File: src/rtl/rs485_dir_pkg.sv
package rs485_dir_pkg;

    typedef enum logic [1:0] {
        DIR_IDLE = 2'd0,
        DIR_SEND = 2'd1,
        DIR_HOLD = 2'd2
    } dir_state_e;

    typedef struct packed {
        dir_state_e state;
    } seq_regs_t;

endpackage

File: src/rtl/rs485_hold_timer.sv
module rs485_hold_timer #(
    parameter int CNT_W = 8
) (
    input  logic             clk,
    input  logic             rst_n,
    input  logic             load_i,
    input  logic             clear_i,
    input  logic [CNT_W-1:0] load_val_i,
    input  logic             tick_i,
    output logic             expire_o,
    output logic [CNT_W-1:0] count_o
);
    localparam logic [CNT_W-1:0] ONE  = {{(CNT_W-1){1'b0}}, 1'b1};
    localparam logic [CNT_W-1:0] ZERO = '0;

    logic [CNT_W-1:0] cnt_d, cnt_q;

    always_comb begin
        cnt_d = cnt_q;
        if (clear_i) begin
            cnt_d = ZERO;
        end else if (load_i) begin
            cnt_d = load_val_i;
        end else if (tick_i && (cnt_q != ZERO)) begin
            cnt_d = cnt_q - ONE;
        end
    end

    always_ff @(posedge clk or negedge rst_n) begin
        if (!rst_n) cnt_q <= ZERO;
        else        cnt_q <= cnt_d;
    end

    assign expire_o = tick_i && (cnt_q == ONE) && !load_i && !clear_i;
    assign count_o  = cnt_q;

    // a loaded value is captured as given
    a_r10_load_captures: assert property (@(posedge clk) disable iff (!rst_n)
        (load_i && !clear_i) |=> (cnt_q == $past(load_val_i)));

    // count holds without a tick
    a_r7_no_tick_no_move: assert property (@(posedge clk) disable iff (!rst_n)
        (!tick_i && !load_i && !clear_i) |=> $stable(cnt_q));

endmodule

File: src/rtl/rs485_dir_seq.sv
module rs485_dir_seq
    import rs485_dir_pkg::*;
#(
    parameter int CNT_W = 8
) (
    input  logic             clk,
    input  logic             rst_n,
    input  logic             tx_pending_i,
    input  logic             stop_done_i,
    input  logic [CNT_W-1:0] hold_bits_i,
    input  logic             expire_i,
    output logic             load_o,
    output logic             clear_o,
    output logic             drive_o,
    output logic             hold_o
);
    seq_regs_t r_d, r_q;
    logic      zero_hold;

    assign zero_hold = (hold_bits_i == '0);

    always_comb begin
        r_d     = r_q;
        load_o  = 1'b0;
        clear_o = 1'b0;
        unique case (r_q.state)
            DIR_IDLE: begin
                if (tx_pending_i) r_d.state = DIR_SEND;
            end
            DIR_SEND: begin
                if (stop_done_i && !tx_pending_i) begin
                    if (zero_hold) begin
                        r_d.state = DIR_IDLE;
                    end else begin
                        r_d.state = DIR_HOLD;
                        load_o    = 1'b1;
                    end
                end
            end
            DIR_HOLD: begin
                if (tx_pending_i) begin
                    r_d.state = DIR_SEND;
                    clear_o   = 1'b1;
                end else if (stop_done_i) begin
                    if (zero_hold) begin
                        r_d.state = DIR_IDLE;
                        clear_o   = 1'b1;
                    end else begin
                        load_o    = 1'b1;
                    end
                end else if (expire_i) begin
                    r_d.state = DIR_IDLE;
                end
            end
            default: r_d.state = DIR_IDLE;
        endcase
    end

    always_ff @(posedge clk or negedge rst_n) begin
        if (!rst_n) r_q <= '{state: DIR_IDLE};
        else        r_q <= r_d;
    end

    assign drive_o = tx_pending_i || (r_q.state != DIR_IDLE);
    assign hold_o  = (r_q.state == DIR_HOLD);

    // a waiting character cancels the hold-off
    a_r8_cancel_to_send: assert property (@(posedge clk) disable iff (!rst_n)
        (r_q.state == DIR_HOLD && tx_pending_i) |=> (r_q.state == DIR_SEND));

    // back-to-back characters keep the sender active
    a_r9_back_to_back: assert property (@(posedge clk) disable iff (!rst_n)
        (r_q.state == DIR_SEND && stop_done_i && tx_pending_i) |=> (r_q.state == DIR_SEND));

    // a stop pulse while idle is ignored
    a_r11_idle_stop_ignored: assert property (@(posedge clk) disable iff (!rst_n)
        (r_q.state == DIR_IDLE && stop_done_i && !tx_pending_i) |=> (r_q.state == DIR_IDLE));

endmodule

File: src/rtl/rs485_pin_stage.sv
module rs485_pin_stage (
    input  logic drive_i,
    input  logic invert_i,
    output logic pin_o
);
    always_comb begin
        pin_o = drive_i ? invert_i : !invert_i;
    end
endmodule

File: src/rtl/rs485_dir_ctrl.sv
module rs485_dir_ctrl #(
    parameter int CNT_W = 8
) (
    input  logic             clk,
    input  logic             rst_n,
    input  logic             tx_pending_i,
    input  logic             stop_done_i,
    input  logic             baud_tick_i,
    input  logic [CNT_W-1:0] hold_bits_i,
    input  logic             invert_i,
    output logic             dir_pin_o
);
    logic             load_s, clear_s, expire_s, drive_s, hold_s;
    logic [CNT_W-1:0] count_s;

    rs485_dir_seq #(.CNT_W(CNT_W)) u_seq (
        .clk          (clk),
        .rst_n        (rst_n),
        .tx_pending_i (tx_pending_i),
        .stop_done_i  (stop_done_i),
        .hold_bits_i  (hold_bits_i),
        .expire_i     (expire_s),
        .load_o       (load_s),
        .clear_o      (clear_s),
        .drive_o      (drive_s),
        .hold_o       (hold_s)
    );

    rs485_hold_timer #(.CNT_W(CNT_W)) u_timer (
        .clk        (clk),
        .rst_n      (rst_n),
        .load_i     (load_s),
        .clear_i    (clear_s),
        .load_val_i (hold_bits_i),
        .tick_i     (baud_tick_i),
        .expire_o   (expire_s),
        .count_o    (count_s)
    );

    rs485_pin_stage u_pin (
        .drive_i  (drive_s),
        .invert_i (invert_i),
        .pin_o    (dir_pin_o)
    );

    // a running hold-off never sits at a zero count
    a_r5_no_empty_hold: assert property (@(posedge clk) disable iff (!rst_n)
        hold_s |-> (count_s != '0));

    // a waiting character always shows the asserted level
    a_r3_pending_asserts: assert property (@(posedge clk) disable iff (!rst_n)
        tx_pending_i |-> (dir_pin_o == invert_i));

endmodule

File: config.mk
export PLATFORM = sky130hd
export DESIGN_NAME = rs485_dir_ctrl
export DESIGN_NICKNAME = d
export VERILOG_FILES = /design/src/rtl/rs485_dir_pkg.sv /design/src/rtl/rs485_hold_timer.sv /design/src/rtl/rs485_dir_seq.sv /design/src/rtl/rs485_pin_stage.sv /design/src/rtl/rs485_dir_ctrl.sv
export SDC_FILE = /design/constraint.sdc
export NUM_CORES = 1
export LEC_CHECK = 0
export ABC_AREA = 1
export ABC_CLOCK_PERIOD_IN_PS = 1600
export CAP_MARGIN = 20
export CELL_PAD_IN_SITES_DETAIL_PLACEMENT = 1
export CELL_PAD_IN_SITES_GLOBAL_PLACEMENT = 1
export CORE_MARGIN = 5
export CORE_UTILIZATION = 34
export DETAILED_ROUTE_END_ITERATION = 12
export GPL_TIMING_DRIVEN = 0
export MAX_ROUTING_LAYER = met4
export PLACE_DENSITY = 0.82
export SETUP_SLACK_MARGIN = 0.2
export SLEW_MARGIN = 20
export SYNTH_ARGS = -nofsm -noshare
export SYNTH_HDL_FRONTEND = slang
export SYNTH_SLANG_ARGS = --single-unit
File: constraint.sdc
create_clock -name clk -period 1.6 [get_ports clk]
set_clock_uncertainty 0.15 [all_clocks]
set_input_delay 0.32 -clock clk [delete_from_list [all_inputs] [get_ports clk]]
set_output_delay 0.32 -clock clk [all_outputs]
set_load 0.03 [all_outputs]
# Word level (Yosys, flattened, before mapping)
# Cells that the tools add are included.
# Widths: inputs -> output; s select.
dict set report word_totals {
  romBits 0
  regBits 10
  wordCells 47
  mem_bits_rw 0
  latchBits 0
  output_inout_bits 1
  n_memories 0
}
dict set report op_classes {
  muxes 21
  n_div 0
  n_addsub 1
  n_shift 0
  n_lt_le_gt_ge 0
  bitwise 0
  n_reduce_logical 16
  n_eq_ne 7
  n_mul 0
}
# cell n
set ops {}
lappend ops {{$mux 8} 3}
lappend ops {{$mux 2} 7}
lappend ops {{$mux 1} 9}
lappend ops {{$eq 8x1->1 const B} 1}
lappend ops {{$logic_not 8->1} 1}
lappend ops {{$reduce_bool 8->1} 1}
lappend ops {{$sub 8x1->8 const B} 1}
lappend ops {{$pmux 2 s3} 1}
lappend ops {{$logic_and 1x1->1} 5}
lappend ops {{$logic_not 1->1} 4}
lappend ops {{$ne 4x3->1 const B} 1}
lappend ops {{$ne 4x4->1 const B} 1}
lappend ops {{$reduce_and 4->1} 1}
lappend ops {{$reduce_bool 3->1} 1}
lappend ops {{$eq 2x1->1 const B} 1}
lappend ops {{$eq 2x2->1 const B} 1}
lappend ops {{$logic_not 2->1} 1}
lappend ops {{$ne 2x1->1 const B} 1}
lappend ops {{$ne 2x2->1 const B} 1}
lappend ops {{$pmux 1 s2} 1}
lappend ops {{$reduce_bool 2->1} 1}
lappend ops {{$logic_or 1x1->1} 1}

# Logic depth before layout (Yosys ltp)
dict set report logic_depth {
  depth_word 12
  mapped_depth 10
  mapped_depth_nobuf 10
}

# Modules after synthesis
# Synthesis repeated with hierarchy kept, for this count alone.
dict set report hier_totals {
  cells_unflattened 145
  hier_area_um2 963.4
}
# module seq_area_each_um2 area_each_um2 cells_per_inst n_inst
set by_module_without_submodules {}
lappend by_module_without_submodules {rs485_hold_timer 200.2 635.6 86 1}
lappend by_module_without_submodules {rs485_dir_seq 50.0 309.0 54 1}
lappend by_module_without_submodules {rs485_pin_stage 0.0 18.8 5 1}

# Worst setup path after synthesis
# No wires, ideal clock.
dict set report synth_path {
  path_kind {reg-to-output}
  start {reg u_seq.r_q[0] in the netlist's numbering}
  end {out dir_pin_o}
  path_stages_with_launch 6
  setup_slack_ns -0.153
  path_buffers 0
  arrival_time_ns 1.283
  cell_sequence {dfrtp_1 > inv_1 > ha_1 > inv_1 > nor2_1 > xor2_1}
}
dict set report synth_via {
  elab_chain_len 3
}
# item line
set synth_lines {}
lappend synth_lines {{start, declared} rs485_dir_seq.sv:17} ;# seq_regs_t r_d, r_q;
lappend synth_lines {{start signal, assigned} rs485_dir_seq.sv:60} ;# if (!rst_n) r_q <= '{state: DIR_IDLE};
lappend synth_lines {{start signal, assigned} rs485_dir_seq.sv:61} ;# else r_q <= r_d;
lappend synth_lines {{$reduce_bool 2->1} rs485_dir_seq.sv:64} ;# assign drive_o = tx_pending_i || (r_q.state != DIR_IDLE);
lappend synth_lines {{$logic_or 1x1->1} rs485_dir_seq.sv:64}
lappend synth_lines {{$mux 1} rs485_pin_stage.sv:7} ;# pin_o = drive_i ? invert_i : !invert_i;
lappend synth_lines {{end, declared} rs485_dir_ctrl.sv:11} ;# output logic dir_pin_o
# Every way passes these cells.

# Worst setup path after layout
dict set report layout_path {
  start {reg u_seq.r_q[1] in the netlist's numbering}
  end {out dir_pin_o}
}
# Same word-level chain as after synthesis.

==> summary.md <==
| Metric | Value |
|---|---|
| Maximum number of buffers from clock root to sink | `2` |
| Area growth, synth to finish | `48.5%` |
| Critical path class | `reg -> out` |
| Top-level port count | `15` |
| Detailed Place HPWL | `1980 um` |
| Post-place setup slack | `-0.730 ns` |
| Clock insertion delay at the later pin of the skew report | `0.28 ns` |
| Residual DRC | `0` |
| Most frequent cell after synthesis | `sky130_fd_sc_hd__nand2_1` |
| Wire length of the first global-routing pass | `4690 um` |
| HP Class | `in -> async` |
| Max IR drop VDD | `0.953 mV` |
| Post-layout nets | `186` |
| Total count of hold-check failures in the final report | `0` |
| Crit path time final | `1.86 ns` |
| Distinct cells, synth | `24` |
| Fraction of power spent switching nets | `48.1%` |
| Beginning of the worst register-to-register path | `u_seq.r_q[1]$_DFFE_PN0P_` |
| Fraction of final layout cells sized beyond drive strength 1 | `36.2%` |
| Global-route track usage on met2 | `28.6%` |
| RD Place Congestion | `0.778` |
| Sequential cell area fraction in the yosys report | `26.6%` |
| Syn avg cell area | `6.92 um2` |
| Max capacitance violation total | `0` |
| Cell chain of the critical path | `inv_2, ha_4, inv_4, nor2_4, xor2_2, buf_6` |
| Combinational share of power | `70.7%` |
| Tightest hold margin | `0.226 ns` |
| Endpoint arrival time on the critical path | `1.39 ns` |
| # H-tree levels | `1` |
| Fill count | `345` |
| Launching element type of the critical path | `flip-flop` |
| Largest area contributor in the synthesized netlist | `sky130_fd_sc_hd__dfrtp_1` |
| Share of total power in the clock network | `8.3%` |
| Yosys top cell area share | `26.6%` |
| Type of destination of the critical path | `output pin` |
| Post-Synthesis Cell Area | `941 um2` |
| GRT busiest layer | `met2` |
| Static power due to leakage | `0.669 nW` |
| Vias after detailed routing | `988` |
| Clock input transition at the sequential cells of the worst setup and hold paths | `0.07 ns` |
| Clock tree from TritonCTS | `yes` |
| Initial DRT Pass Iterations | `2` |
| Critical Path Slowest Stage Cell | `sky130_fd_sc_hd__dfrtp_2` |
| Max-slew violations | `0` |
| Die Y | `62.6 um` |
| Sequential power share | `21.0%` |
| Post-route setup slack | `-0.256 ns` |
| Number of instances in the synthesized netlist | `136` |
| RSZ-0062 raised after global routing | `yes` |
| Die Wd | `62.6 um` |
| Number of antenna cells inserted | `0` |
| Internal power component | `1.17 mW` |
| Number of sinks driven by the clock tree | `10` |
| Worst reg2reg setup slack | `-0.16 ns` |
| Power density over cell area | `1620 nW/um2` |
| Register bit total from synthesis | `10` |
| Proportion of synthesized flip-flops having asynchronous set or reset | `100%` |
| Dominant synthesized flop cell | `sky130_fd_sc_hd__dfrtp_1` |
| Critical path required time | `1.13 ns` |
| Origin of the worst setup path | `u_seq.r_q[1]$_DFFE_PN0P_` |
| Synthesized Nets | `157` |
| Leading post-synthesis cells by instance count | `36 x sky130_fd_sc_hd__nand2_1, 24 x sky130_fd_sc_hd__inv_1, 12 x sky130_fd_sc_hd__nor2_1, 10 x sky130_fd_sc_hd__dfrtp_1, 8 x sky130_fd_sc_hd__o21ai_0` |
| Wire length reported by the detailed router | `2800 um` |
| Placeable core region | `2710 um2` |
| Maximum number of pins on one net before global-route repair | `11` |
| Maximum cell stage delay along the critical path | `0.44 ns` |
| Relative slew margins | `66.1%` |
| Top fanout value on the critical path | `4` |
| Number of global-route vias before repair | `1,079` |
| Number of warnings issued by yosys | `0` |
| CTS Buf Count | `3` |
| Net switching power | `1.09 mW` |
| GRT Resource Usage Total | `15.6%` |
| Slew @ Worst Pin | `0.507 ns` |
| Average wire length per cell after detail routing | `14.4 um` |
| Number of enable-type register cells in the synthesized netlist | `0` |
| Post-DRT Antenna Nets | `0` |
| Met3 usage in global routing | `2.70%` |
| Cells taking the most area after synthesis | `sky130_fd_sc_hd__dfrtp_1 27%, sky130_fd_sc_hd__nand2_1 14%, sky130_fd_sc_hd__inv_1 9.6%, sky130_fd_sc_hd__ha_1 9.3%, sky130_fd_sc_hd__nor2_1 4.8%` |
| Max Freq | `0.539 GHz` |
| Cell chosen for the clock root | `sky130_fd_sc_hd__clkbuf_4` |
| Die area | `3920 um2` |
| Quantity of I/O buffers inserted on ports | `14` |
| M1 GR Usage | `16.0%` |
| Period Utilization, post-route | `116%` |
| Status | `complete, but fails checks` |
| Final-report setup violation count | `11` |
| Total gr overflow | `0` |
| DRT iter0 DRCs | `12` |
| Vias per Instance | `5.09` |
| Violated checks | `negative setup slack` |
| Hold buffer count at cts | `0` |
| Number of standard-cell rows in the floorplan | `19` |
| Starting Density | `34.7%` |
| Antenna violations before repair | `0` |
layout make-up:
| cell class | count | area (um2) | share of cell area (%) |
|---|---|---|---|
| plain buffers | 2 | 22.5 | 1.61 |
| clock buffers | 3 | 22.5 | 1.61 |
| inverters | 25 | 96.3 | 6.89 |
| multi-input cells | 99 | 714 | 51.1 |
| flip-flops and latches | 10 | 251 | 18.0 |
| well taps | 31 | 38.8 | 2.78 |
| repair buffers | 24 | 251 | 18.0 |
cell families (layout without fill, tap and decap cells):
family	count (synthesis)	count (layout)	share of synthesized area (%)
flops	10	10	26.6
compound gates	21	21	16.0
simple gates	66	66	31.5
fa+ha+maj	7	7	9.31
xor+xnor	5	5	4.65
buf+inv	27	54	12.0
through the flow:
stage | total power, mW | TNS, ns | instance area (um2) | util [%] | instances
final | 2.26 | -1.77 | 1400 | 51.6 | 194
after global routing | 2.49 | -2.83 | 1400 | 51.6 | 194
after CTS | 2.00 | -2.21 | 1270 | 46.9 | 192
after detailed placement | 1.61 | -5.41 | 1130 | 41.7 | 181
after global placement | 1.54 | -4.83 | 1130 | 41.7 | 181
after floorplan | 1.32 | -0.144 | 951 | - | 136
routing by layer:
metal  part of all wire (%)  up-vias
met5                      0        -
met4                    2.9        0
met3                    2.6        7
met2                     58       14
met1                     36      485
li1                       -      482
final timing paths:
path                                                   to  cells past startpoint
max in group asynchronous        u_seq.r_q[1]$_DFFE_PN0P_                      1
max                                             dir_pin_o                      6
min in group clk                 u_seq.r_q[1]$_DFFE_PN0P_                      2
min                        u_timer.count_o[3]$_DFFE_PN0P_                      1
min reg2reg                      u_seq.r_q[1]$_DFFE_PN0P_                      2
max reg2reg                u_timer.count_o[0]$_DFFE_PN0P_                     10
registers in the layout, indices dropped and copies added, names as in the netlist:
name / cells
u_timer.count_o: 8
u_seq.r_q: 2
cells in the final DEF (no fill, tap or decap), drive strengths merged, types with 4 or more instances in the layout:
cell type / n
nand2: 38
inv: 25
nor2: 15
o21ai: 15
buf: 13
clkdlybuf4s50: 12
dfrtp: 10
nand3: 7
ha: 7
xor2: 5
a21oi: 4
nand4: 4
worst max-delay path: cells and delay by family (launching register included):
| kind | cells | cell delay [ns] |
|---|---|---|
| buf+inv | 3 | 0.28 |
| fa+ha+maj | 1 | 0.14 |
| flops | 1 | 0.44 |
| xor+xnor | 1 | 0.15 |
| simple gates | 1 | 0.11 |
power groups by stage:
stage / Clock (mW) / Sequential [mW] / Combinational (mW)
global route: 0.206 / 0.491 / 1.79
detailed placement: 0 / 0.473 / 1.14
global placement: 0 / 0.466 / 1.07
floorplan: 0 / 0.444 / 0.878
CTS: 0.187 / 0.470 / 1.34
finish: 0.187 / 0.474 / 1.60
what timing repair did:
action / 4_1_cts / 5_1_grt
pin swaps: 8 / 14
endpoints found under the setup margin: 11 / 11
gates resized for setup: 20 / 36
buffers inserted: 8 / 2
Power figures use the tool's default switching activity.
